[config.mk]
export PLATFORM = sky130hd
export DESIGN_NAME = otp_secure_ctrl
export DESIGN_NICKNAME = d
export VERILOG_FILES = /design/src/rtl/otp_secure_pkg.sv /design/src/rtl/otp_sync.sv /design/src/rtl/otp_cmd_rx.sv /design/src/rtl/otp_prog_gate.sv /design/src/rtl/otp_secure_ctrl.sv
export SDC_FILE = /design/constraint.sdc
export NUM_CORES = 1
export LEC_CHECK = 0
export BUFFER_PORTS_ARGS = -buffer_cell sky130_fd_sc_hd__buf_2
export CAP_MARGIN = 20
export CORE_ASPECT_RATIO = 2
export CORE_MARGIN = 4
export CORE_UTILIZATION = 54
export DETAILED_ROUTE_END_ITERATION = 16
export GPL_TIMING_DRIVEN = 0
export PLACE_DENSITY = 0.82
export RECOVER_POWER = 25
export SYNTH_ARGS = -nofsm -noshare
export SYNTH_HDL_FRONTEND = slang
export SYNTH_SLANG_ARGS = --single-unit
[constraint.sdc]
create_clock -name clk -period 2.67 [get_ports clk]
set_input_delay 0.534 -clock clk [delete_from_list [all_inputs] [get_ports clk]]
set_output_delay 0.534 -clock clk [all_outputs]
set_load 0.05 [all_outputs]
[src/rtl/otp_secure_pkg.sv]
package otp_secure_pkg;
  localparam int OP_W = 8;
  typedef logic [OP_W-1:0] opcode_t;
  localparam opcode_t OP_LOCK_CUST = 8'h2F;
  localparam opcode_t OP_SEC_ENTER = 8'hB1;
  localparam opcode_t OP_SEC_EXIT  = 8'hC1;
endpackage

[src/rtl/otp_sync.sv]
module otp_sync #(
  parameter int             W       = 1,
  parameter int             STAGES  = 2,
  parameter logic [W-1:0]   RST_VAL = '0
) (
  input  logic         clk,
  input  logic         rst_n,
  input  logic [W-1:0] d,
  output logic [W-1:0] q
);
  logic [W-1:0] stg [STAGES];

  for (genvar s = 0; s < STAGES; s++) begin : g_stage
    if (s == 0) begin : g_first
      always_ff @(posedge clk or negedge rst_n)
        if (!rst_n) stg[0] <= RST_VAL;
        else        stg[0] <= d;
    end else begin : g_next
      always_ff @(posedge clk or negedge rst_n)
        if (!rst_n) stg[s] <= RST_VAL;
        else        stg[s] <= stg[s-1];
    end
  end

  assign q = stg[STAGES-1];
endmodule

[src/rtl/otp_cmd_rx.sv]
module otp_cmd_rx
  import otp_secure_pkg::*;
(
  input  logic    clk,
  input  logic    rst_n,
  input  logic    cs_n,
  input  logic    sclk,
  input  logic    sdi,
  output logic    cmd_vld,
  output opcode_t cmd_op
);
  localparam int CNT_MAX = OP_W + 1;
  localparam int CNT_W   = $clog2(CNT_MAX + 1);

  logic             cs_d, sclk_d;
  logic [CNT_W-1:0] cnt_q, cnt_n;
  opcode_t          sh_q, sh_n;
  logic             vld_q, vld_n;
  opcode_t          op_q, op_n;
  logic             cs_rise, cs_fall, sclk_rise;

  assign cs_rise   = cs_n & ~cs_d;
  assign cs_fall   = ~cs_n & cs_d;
  assign sclk_rise = sclk & ~sclk_d & ~cs_n;

  always_comb begin
    cnt_n = cnt_q;
    sh_n  = sh_q;
    vld_n = 1'b0;
    op_n  = op_q;
    if (cs_fall) begin
      cnt_n = '0;
    end else if (sclk_rise) begin
      sh_n = {sh_q[OP_W-2:0], sdi};
      if (cnt_q != CNT_W'(CNT_MAX)) cnt_n = cnt_q + 1'b1;
    end
    if (cs_rise && cnt_q == CNT_W'(OP_W)) begin
      vld_n = 1'b1;
      op_n  = sh_q;
    end
  end

  always_ff @(posedge clk or negedge rst_n)
    if (!rst_n) begin
      cs_d   <= 1'b1;
      sclk_d <= 1'b0;
      cnt_q  <= '0;
      sh_q   <= '0;
      vld_q  <= 1'b0;
      op_q   <= '0;
    end else begin
      cs_d   <= cs_n;
      sclk_d <= sclk;
      cnt_q  <= cnt_n;
      sh_q   <= sh_n;
      vld_q  <= vld_n;
      op_q   <= op_n;
    end

  assign cmd_vld = vld_q;
  assign cmd_op  = op_q;
endmodule

[src/rtl/otp_prog_gate.sv]
module otp_prog_gate #(
  parameter int              ADDR_W   = 24,
  parameter logic [ADDR_W-1:0] SN_LAST  = 'h00F,
  parameter logic [ADDR_W-1:0] OTP_LAST = 'h1FF
) (
  input  logic              clk,
  input  logic              rst_n,
  input  logic              req,
  input  logic [ADDR_W-1:0] addr,
  input  logic              secured,
  input  logic              locked,
  output logic              rsp,
  output logic              arr_ok,
  output logic              otp_ok
);
  logic rsp_n, arr_n, otp_n, in_cust;

  assign in_cust = (addr > SN_LAST) && (addr <= OTP_LAST);

  always_comb begin
    rsp_n = req;
    arr_n = req & ~secured;
    otp_n = req & secured & in_cust & ~locked;
  end

  always_ff @(posedge clk or negedge rst_n)
    if (!rst_n) begin
      rsp    <= 1'b0;
      arr_ok <= 1'b0;
      otp_ok <= 1'b0;
    end else begin
      rsp    <= rsp_n;
      arr_ok <= arr_n;
      otp_ok <= otp_n;
    end
endmodule

[src/rtl/otp_secure_ctrl.sv]
module otp_secure_ctrl
  import otp_secure_pkg::*;
#(
  parameter int                ADDR_W      = 24,
  parameter int                SR_W        = 8,
  parameter int                SYNC_STAGES = 2,
  parameter logic [ADDR_W-1:0] SN_LAST     = 'h00F,
  parameter logic [ADDR_W-1:0] OTP_LAST    = 'h1FF
) (
  input  logic              clk,
  input  logic              rst_n,
  input  logic              por_n,
  input  logic              factory_lock_i,
  input  logic              cs_n_i,
  input  logic              sclk_i,
  input  logic              sdi_i,
  input  logic              prog_req_i,
  input  logic [ADDR_W-1:0] prog_addr_i,
  output logic [SR_W-1:0]   sec_reg_o,
  output logic              prog_rsp_o,
  output logic              array_ok_o,
  output logic              otp_ok_o
);
  logic    rst_sync_n;
  logic    cs_s, sclk_s, sdi_s;
  logic    cmd_vld;
  opcode_t cmd_op;
  logic    sec_q, sec_n;
  logic    cust_q, cust_n;
  logic    fact_q;

  otp_sync #(.W(1), .STAGES(SYNC_STAGES), .RST_VAL(1'b0)) u_rst_sync (
    .clk(clk), .rst_n(rst_n), .d(1'b1), .q(rst_sync_n)
  );

  otp_sync #(.W(3), .STAGES(SYNC_STAGES), .RST_VAL(3'b100)) u_pin_sync (
    .clk(clk), .rst_n(rst_sync_n),
    .d({cs_n_i, sclk_i, sdi_i}), .q({cs_s, sclk_s, sdi_s})
  );

  otp_cmd_rx u_rx (
    .clk(clk), .rst_n(rst_sync_n), .cs_n(cs_s), .sclk(sclk_s), .sdi(sdi_s),
    .cmd_vld(cmd_vld), .cmd_op(cmd_op)
  );

  always_comb begin
    sec_n  = sec_q;
    cust_n = cust_q;
    if (cmd_vld) begin
      unique case (cmd_op)
        OP_SEC_ENTER: sec_n  = 1'b1;
        OP_SEC_EXIT:  sec_n  = 1'b0;
        OP_LOCK_CUST: cust_n = 1'b1;
        default: ;
      endcase
    end
  end

  always_ff @(posedge clk or negedge rst_sync_n)
    if (!rst_sync_n) sec_q <= 1'b0;
    else             sec_q <= sec_n;

  always_ff @(posedge clk or negedge por_n)
    if (!por_n) cust_q <= 1'b0;
    else        cust_q <= cust_n;

  always_ff @(posedge clk)
    if (!rst_sync_n) fact_q <= factory_lock_i;

  always_comb begin
    sec_reg_o    = '0;
    sec_reg_o[0] = fact_q;
    sec_reg_o[1] = cust_q;
  end

  otp_prog_gate #(.ADDR_W(ADDR_W), .SN_LAST(SN_LAST), .OTP_LAST(OTP_LAST)) u_gate (
    .clk(clk), .rst_n(rst_sync_n), .req(prog_req_i), .addr(prog_addr_i),
    .secured(sec_q), .locked(fact_q | cust_q),
    .rsp(prog_rsp_o), .arr_ok(array_ok_o), .otp_ok(otp_ok_o)
  );
endmodule

==> results.toml, run 1 <==
[outcome]
outcome = "complete, no violations"

[sta]
fin_crit_ns = 1.74
fmax_ghz = 0.576
setup_viol = 0
finalClockSkew_ns = 0.00699
grt_setup_unrepaired = "no"
period_share = 0.650
setup_tns_ns = 0
final_hold_viol_count = 0
slew_violations = 0

[job]
drv_cap = 0

[yosys]
async_reset_ff_frac = 0.973
yosysTopAreaCell = "dfrtp_1"
synthCells = 115
synth-compound-area-share = 0.0354
ys_seq_area_frac = 0.616
synth_xor_area_frac = 0
synthDistinctLibCells = 31
synth.area.top_cells = "dfrtp_1 (54%), mux2_2 (12%), dfstp_2 (5.2%)"
yosys.area_share.adder = 0.0247
synthFlopType = "dfrtp_1"
muxShareOfSynthArea = 0.125
yosys.area_share.simple = 0.139
synth_top_area_frac = 0.544
synth-edff-count = 1
syn_area_mm2 = 0.00152
ys_seq_elements = 37
ys.warnings.count = 0
synth_top_family_by_area = "simple AND/OR/NAND/NOR gates"
avgSynthCellArea_um2 = 13.2

[floorplanning]
coreArea_mm2 = 0.00274
die_y_um = 83.0
dieArea_mm2 = 0.00377
rows = 27
pin_count = 43
die-width_um = 45.5
start_util = 0.555

[placement]
port_buffers = 32
dp_hpwl_um = 2210
gp_congestion = 0.726

[route]
wl_per_cell_um = 14.5
drt_wl_total_um = 2790
vias = 1023
vias_per_cell = 5.33
drt_iter0_drc = 14
ant_nets = 0
first_pass_iters = 4
drc = 0

[global_route]
overflow = 0
grt_first_pass_wirelength_um = 4750
grt_usage = 0.177
grt_pass1_vias = 1100
grt_max_degree = 26
antenna_found_initial = 0

[pwr]
leakagePower_nw = 0.944
peakVddDrop_v = 0.000577
p_sw_frac = 0.244
internal_power_mw = 0.908
power.total_mw = 1.20
clockPowerShare = 0.368
powerDensity_mw_per_mm2 = 635
pwr-share-comb = 0.102
seqPwrFrac = 0.530
switchingPower_mw = 0.293

[cts]
cts_root_buf = "clkbuf_8"
clk-insertion-delay-late_ns = 0.29
cts_sinks = 37
cts_buffer_depth = 2
cts_resized = 0
clk_pin_slew_ns = 0.07
cts_buffers = 5
cts_tree = "built"
cts_htree_levels = 2

[setup_path]
start_kind = "flop"
worstPathArrival_ns = 1.91
end_kind = "flop"
critPathMaxFanout = 9
required_ns = 2.84
crit_type = "reg2reg"

[hold_path]
hp-class = "reg2async"

[final_layout]
final_nets = 197
drive_above_1_share = 0.429
layout_commonest_cell = "dfrtp_1"
area_delta_synth_final_pct = 24.5
num_antenna_cells = 0
final_cell_mix = "dfrtp_1 (33), buf_2 (30), mux2_2 (16), buf_4 (8), conb_1 (7)"
n_fill_cell = 206
==> path summary, 6_finish.rpt <==
check                                     to  cells past startpoint  slack (ns)           from
max in group asynchronous     u_rx.cmd_op[2]                      1        1.99   u_rst_sync.q
hold / removal                 u_rx.cnt_q[1]                      0        0.20   u_rst_sync.q
min in group clk           u_pin_sync.stg[5]                      1        0.34         cs_n_i
setup / recovery              u_rx.cmd_op[7]                      5        0.93  u_rx.cnt_q[0]
setup reg to reg              u_rx.cmd_op[7]                      5        0.93  u_rx.cnt_q[0]
hold reg to reg                u_rx.cnt_q[1]                      0        0.20   u_rst_sync.q
==> metrics by stage <==
stage,cell area (um2),instances,hold WS (ns),setup slack (ns),utilization
final,1890,192,0.198,0.935,0.690
after global routing,1890,192,0.255,0.757,0.690
after CTS,1880,191,0.00582,0.953,0.687
after detailed placement,1760,182,0.207,0.984,0.643
after global placement,1730,181,0.311,1.06,0.633
after floorplan,1540,120,0.238,1.16,-
==> cell usage after synthesis (2+ instances only) <==
cell type,instances
nor4_1,2
nand3b_1,3
nand3_1,3
o21ai_0,3
nor2b_1,2
a21oi_1,3
nand2b_1,2
buf_4,8
ha_1,3
nand2_1,4
conb_1,2
dfrtp_1,33
nor2_1,2
nor4b_1,2
dfstp_2,3
nor3_1,3
mux2_2,16
inv_1,6
nand4_1,2
or4_1,2
==> sequential cells by signal, indices dropped and copies added, names as in the netlist <==
| name | flops |
|---|---|
| u_rst_sync.stg | 1 |
| u_rx.sclk_d | 1 |
| u_rx.cnt_q | 4 |
| u_pin_sync.q | 3 |
| u_gate.otp_ok | 1 |
| u_gate.arr_ok | 1 |
| u_rx.sh_q | 8 |
| u_gate.rsp | 1 |
| u_rx.cmd_op | 8 |
| fact_q | 1 |
| u_rx.cmd_vld | 1 |
| u_rx.cs_d | 1 |
| sec_q | 1 |
| u_pin_sync.stg | 3 |
| cust_q | 1 |
| u_rst_sync.q | 1 |
==> metal layers <==
metal,vias up,part of all wire,global-route usage
li1,483,-,-
met1,497,0.31,0.159
met2,32,0.59,0.307
met3,11,0.063,0.0521
met4,0,0.043,0.120
met5,-,0,0
==> layout make-up <==
class / count / area, um2 / area share
Sequential cell: 37 / 935 / 0.495
Multi-Input combinational cell: 69 / 519 / 0.275
Timing Repair Buffer: 35 / 206 / 0.109
Clock buffer: 6 / 93.8 / 0.0497
Buffer: 8 / 60.1 / 0.0318
Tap cell: 29 / 36.3 / 0.0192
Inverter: 6 / 22.5 / 0.0119
Clock inverter: 2 / 16.3 / 0.00861
==> worst max-delay path: stages (launching register included) <==
cell      delay (ns)
dfrtp_1         0.44
inv_1           0.13
ha_1            0.16
nor4bb_1        0.28
nand2_1         0.27
mux2_2          0.35
==> power groups by stage <==
stage	combinational [mW]	sequential [mW]	clock [mW]
3_3_place_gp	0.102	0.652	0
5_1_grt	0.136	0.643	0.473
3_5_place_dp	0.120	0.649	0
6_report	0.122	0.636	0.442
2_1_floorplan	0.0725	0.649	0
4_1_cts	0.122	0.638	0.450
==> cells by family after synthesis <==
logic type	Yosys count
flops	37
simple gates	33
mux	17
buf+inv	14
compound gates	9
fa+ha+maj	3
other cells	2
==> timing repair <==
item                                   in CTS  in global routing
endpoints found under the hold margin       1                  2
setup buffers                               0                  0
hold buffers                                1                  1
No activity file was read; power rests on OpenSTA's default activity.
==> run 2, diff against run 1 <==
--- a/config.mk
+++ b/config.mk
@@ -9,10 +9,10 @@
 export CAP_MARGIN = 20
 export CORE_ASPECT_RATIO = 2
 export CORE_MARGIN = 4
-export CORE_UTILIZATION = 54
+export CORE_UTILIZATION = 45
 export DETAILED_ROUTE_END_ITERATION = 16
 export GPL_TIMING_DRIVEN = 0
-export PLACE_DENSITY = 0.82
+export PLACE_DENSITY = 0.73
 export RECOVER_POWER = 25
 export SYNTH_ARGS = -nofsm -noshare
 export SYNTH_HDL_FRONTEND = slang
==> constraint.sdc (replaced) <==
create_clock -name clk -period 1.41 [get_ports clk]
set_input_delay 0.282 -clock clk [delete_from_list [all_inputs] [get_ports clk]]
set_output_delay 0.282 -clock clk [all_outputs]
set_load 0.05 [all_outputs]
==> results.toml, run 2 (synthesized netlist as in run 1, its figures left out) <==
[floorplanning]
pin_count = 43
start_util = 0.475
coreArea_mm2 = 0.00319
rows = 29
dieArea_mm2 = 0.00442
die-width_um = 49.1
die_y_um = 90.1

[outcome]
outcome = "complete, but fails checks"
failed_checks = "setup timing"

[global_route]
use_met1 = 0.142
grtUsageMet2 = 0.254
top_usage_layer = "met2"
grt_usage = 0.143
grt_first_pass_wirelength_um = 4980
antenna_found_initial = 0
grt_pass1_vias = 1137
grt_max_degree = 21
overflow = 0
use_met3 = 0.0397

[sta]
maxSlewHeadroom = 0.542
setup_viol = 17
tightest_slew_ns = 0.687
fin_crit_ns = 1.53
fmax_ghz = 0.653
period_share = 1.09
slew_violations = 0
final_hold_viol_count = 0
finalClockSkew_ns = 0.0115
setup_slack_ns = -0.122
holdWs_ns = 0.103
grt_setup_unrepaired = "yes"

[placement]
dpl_cell_area_mm2 = 0.00180
dp_slack_ns = -0.213
dp_hpwl_um = 2110
port_buffers = 32
gp_congestion = 0.777

[setup_path]
path_buf_inv = 1
critPathMaxStageDelay_ns = 0.44
critPathMaxFanout = 5
start_kind = "flop"
end_kind = "flop"
required_ns = 1.58
worstPathArrival_ns = 1.71
path_cells = "inv_2 > ha_4 > nor4bb_4 > nand2_2 > mux2_4"
crit_type = "reg2reg"
critPathTopFamily = "flip-flops"
crit_path_top_delay_cell = "dfrtp_1"

[final_layout]
final_cell_mix = "dfrtp_1 (33), buf_2 (30), buf_4 (11), mux2_4 (9)"
num_antenna_cells = 0
final_cell_area_mm2 = 0.00202
seqCellArea_um2 = 935
multi_input_area_um2 = 614
area_delta_synth_final_pct = 32.8
drive_above_1_share = 0.462
n_fill_cell = 269
layout_commonest_cell = "dfrtp_1"
final_nets = 203
postLayoutCoreUtil = 0.631

[route]
drc = 0
drt_wl_total_um = 2960
wl_per_cell_um = 14.8
ant_nets = 0
vias_per_cell = 5.23
vias = 1045
first_pass_iters = 4
drt_iter0_drc = 12

[job]
drv_cap = 0

[hold_path]
hp-class = "in2reg"

[cts]
clk_pin_slew_ns = 0.07
cts_buffer_depth = 2
cts_root_buf = "clkbuf_8"
cts_tree = "built"
cts_sinks = 37
clk-insertion-delay-late_ns = 0.29
cts_buffers = 5
cts_htree_levels = 2

[pwr]
peakVddDrop_v = 0.00105
powerDensity_mw_per_mm2 = 1110
power.total_mw = 2.24
leakagePower_nw = 0.989
-- run 2: changes by cell type in the layout (fill, tap and decap cells not counted), sizes merged --
| cell | delta |
|---|---|
| clkbuf | +3 |
| clkinvlp | -1 |
| nand2 | +1 |
| buf | +4 |
| clkinv | -1 |
-- run 2: repair_timing --
item,4_1_cts,5_1_grt
pin swaps,4,1
gates resized for setup,11,1
hold buffers,2,0
hold endpoints to repair,3,0
setup buffers,3,2
setup endpoints to repair,17,19
cloned,1,0
-- run 2: area by class of cell --
cell class | count | share of cell area
sequential | 37 | 0.464
clock buffer | 8 | 0.0447
inverter | 6 | 0.0112
buffer | 8 | 0.0298
multi-input combinational | 70 | 0.305
timing repair buffer | 40 | 0.127
tap | 31 | 0.0192
-- run 2: path summary, 6_finish.rpt --
check,endpoint,depth (start not counted),from,slack (ns)
max,u_rx.cmd_op[0],5,u_rx.cnt_q[0],-0.12
min,u_pin_sync.stg[5],1,cs_n_i,0.10
max reg2reg,u_rx.cmd_op[0],5,u_rx.cnt_q[0],-0.12
min reg2reg,u_rx.cmd_op[4],0,u_rst_sync.q,0.27
max in group asynchronous,u_rx.cs_d,1,u_rst_sync.q,0.51
min in group asynchronous,u_rx.cmd_op[4],0,u_rst_sync.q,0.27
-- run 2: metrics by stage --
step / instances / setup TNS (ns)
finish: 200 / -1.30
global placement: 183 / -2.46
detailed placement: 184 / -2.57
floorplan: 120 / -0.620
CTS: 198 / -1.40
global route: 200 / -2.19
-- run 2: power by group --
part	total (mW)	internal, mW	switching, mW
clock network	0.738	0.398	0.340
logic	0.288	0.163	0.126
registers	1.22	1.15	0.0695
total	2.24	1.71	0.535
-- run 2: worst register-to-register path, stage by stage, from the launching register on --
cell and delay (ns):
dfrtp_1 0.44, inv_2 0.10, ha_4 0.13, nor4bb_4 0.26
nand2_2 0.17, mux2_4 0.32
-- run 2: layer usage --
metal / vias up / share of wire
met2: 26 / 0.59
met5: - / 0
met1: 516 / 0.35
met3: 5 / 0.043
met4: 0 / 0.019
li1: 498 / -
==> run 3, diff against run 2 <==
--- a/config.mk
+++ b/config.mk
@@ -7,12 +7,14 @@
 export LEC_CHECK = 0
 export BUFFER_PORTS_ARGS = -buffer_cell sky130_fd_sc_hd__buf_2
 export CAP_MARGIN = 20
+export CELL_PAD_IN_SITES_DETAIL_PLACEMENT = 1
+export CELL_PAD_IN_SITES_GLOBAL_PLACEMENT = 1
 export CORE_ASPECT_RATIO = 2
 export CORE_MARGIN = 4
-export CORE_UTILIZATION = 45
+export CORE_UTILIZATION = 36
 export DETAILED_ROUTE_END_ITERATION = 16
 export GPL_TIMING_DRIVEN = 0
-export PLACE_DENSITY = 0.73
+export PLACE_DENSITY_LB_ADDON = 0.1
 export RECOVER_POWER = 25
 export SYNTH_ARGS = -nofsm -noshare
 export SYNTH_HDL_FRONTEND = slang
==> results.toml, run 3 (synthesized netlist as in run 1, its figures left out) <==
[pwr]
leakagePower_nw = 1.04
peakVddDrop_v = 0.000958
switchingPower_mw = 0.573
power.total_mw = 2.59
internal_power_mw = 2.02
p_sw_frac = 0.221
powerDensity_mw_per_mm2 = 1220
pwr-share-comb = 0.116
seqPwrFrac = 0.471
clockPowerShare = 0.413

[setup_path]
critPathMaxFanout = 5
r2r-start = "u_rx.cnt_q[0]"
end_kind = "flop"
required_ns = 1.59
endpoint = "u_rx.cmd_op[0]"
worstPathArrival_ns = 1.70
startpoint = "u_rx.cnt_q[0]"
start_kind = "flop"
crit_type = "reg2reg"
reg2reg_setup_slack_ns = -0.11
rr_worst_depth = 5
worstReg2RegEnd = "u_rx.cmd_op[0]"

[sta]
setup_slack_ns = -0.113
setup_viol = 19
holdWs_ns = 0.0960
slew_violations = 0
tightest_slew_ns = 0.541
period_share = 1.08
maxSlewHeadroom = 0.640
fmax_ghz = 0.656
setup_tns_ns = -1.36
grt_setup_unrepaired = "yes"
fin_crit_ns = 1.52
finalClockSkew_ns = 0.00687
final_hold_viol_count = 0

[global_route]
grt_max_degree = 25
grt_pass1_vias = 1237
grt_first_pass_wirelength_um = 5870
antenna_found_initial = 0
grt_usage = 0.153
overflow = 0

[placement]
port_buffers = 32
dpl_cell_area_mm2 = 0.00182
gp_congestion = 0.762
dp_hpwl_um = 2600
dp_slack_ns = -0.311

[cts]
cts_sinks = 37
cts_buffers = 5
cts_tree = "built"
cts_buffer_depth = 2
cts_htree_levels = 2
clk-insertion-delay-late_ns = 0.29
clk_pin_slew_ns = 0.08
cts_root_buf = "clkbuf_8"

[final_layout]
layout_commonest_cell = "dfrtp_1"
num_antenna_cells = 0
drive_above_1_share = 0.511
n_fill_cell = 428
final_nets = 208
final_cell_area_mm2 = 0.00213
final_cell_mix = "dfrtp_1 (33), buf_2 (30), buf_4 (16), mux2_4 (9)"
area_delta_synth_final_pct = 40.1

[floorplanning]
die_y_um = 99.8
dieArea_mm2 = 0.00538
coreArea_mm2 = 0.00409
pin_count = 43
rows = 33
die-width_um = 53.9
start_util = 0.371

[route]
ant_nets = 0
first_pass_iters = 2
drc = 0
drt_wl_total_um = 3540
drt_iter0_drc = 2
wl_per_cell_um = 15.7
vias = 1082
vias_per_cell = 4.79

[outcome]
outcome = "complete, but fails checks"
failed_checks = "setup timing"

[job]
drv_cap = 0

[hold_path]
hp-class = "in2reg"
## run 3: cell count changes in the layout (fill, tap and decap cells not counted), sizes merged
| cell | delta |
|---|---|
| buf | +5 |
| clkbuf | -3 |
| bufinv | +2 |
| clkinv | +1 |
## run 3: final cells by class
class / instances / area [um2] / area share
clock inverter: 3 / 65.1 / 0.0306
clock buffer: 5 / 68.8 / 0.0324
inverter: 6 / 22.5 / 0.0106
buffer: 8 / 60.1 / 0.0282
tap: 52 / 65.1 / 0.0306
sequential: 37 / 935 / 0.439
timing repair buffer: 45 / 293 / 0.138
multi-input combinational: 70 / 618 / 0.291
## run 3: worst max-delay path, stage by stage, from the launching register on
cell      delay [ns]
dfrtp_1         0.42
inv_2           0.10
ha_4            0.12
nor4bb_4        0.26
nand2_2         0.19
mux2_4          0.33
## run 3: timing repair
item,in CTS,in global routing
endpoints found under the hold margin,3,0
resized for setup,10,5
setup endpoints to repair,19,19
pin swaps,5,2
hold buffers,2,0
buffers inserted,6,4
gates cloned,1,0
## run 3: routing by layer
metal  vias to the layer above  track usage  part of all wire
li1                        505            -                 -
met1                       561        0.146              0.32
met2                        11        0.288              0.64
met3                         5       0.0357             0.021
met4                         0       0.0650             0.020
met5                         -            0                 0
## run 3: through the flow
stage	util	cells
floorplan	-	120
global placement	0.440	204
detailed placement	0.446	205
CTS	0.509	222
global route	0.520	226
finish	0.520	226
## run 3: how the worst min path moves through the flow
stage                     start                 to  slack (ns)  depth (start not counted)
final                     sdi_i  u_pin_sync.stg[3]         0.1                          1
after global routing      sdi_i  u_pin_sync.stg[3]        0.07                          1
after CTS                 sdi_i  u_pin_sync.stg[3]        0.08                          1
after detailed placement  por_n             cust_q        0.06                          1
after global placement    por_n             cust_q        0.06                          1
after floorplan           por_n             cust_q       -0.01                          0
## run 3: power groups by stage
stage               sequential, mW  combinational [mW]  clock (mW)
floorplan                     1.23               0.159           0
CTS                           1.22               0.285        1.11
finish                        1.22               0.299        1.07
global placement              1.25               0.218           0
global route                  1.23               0.326        1.16
detailed placement            1.24               0.247           0
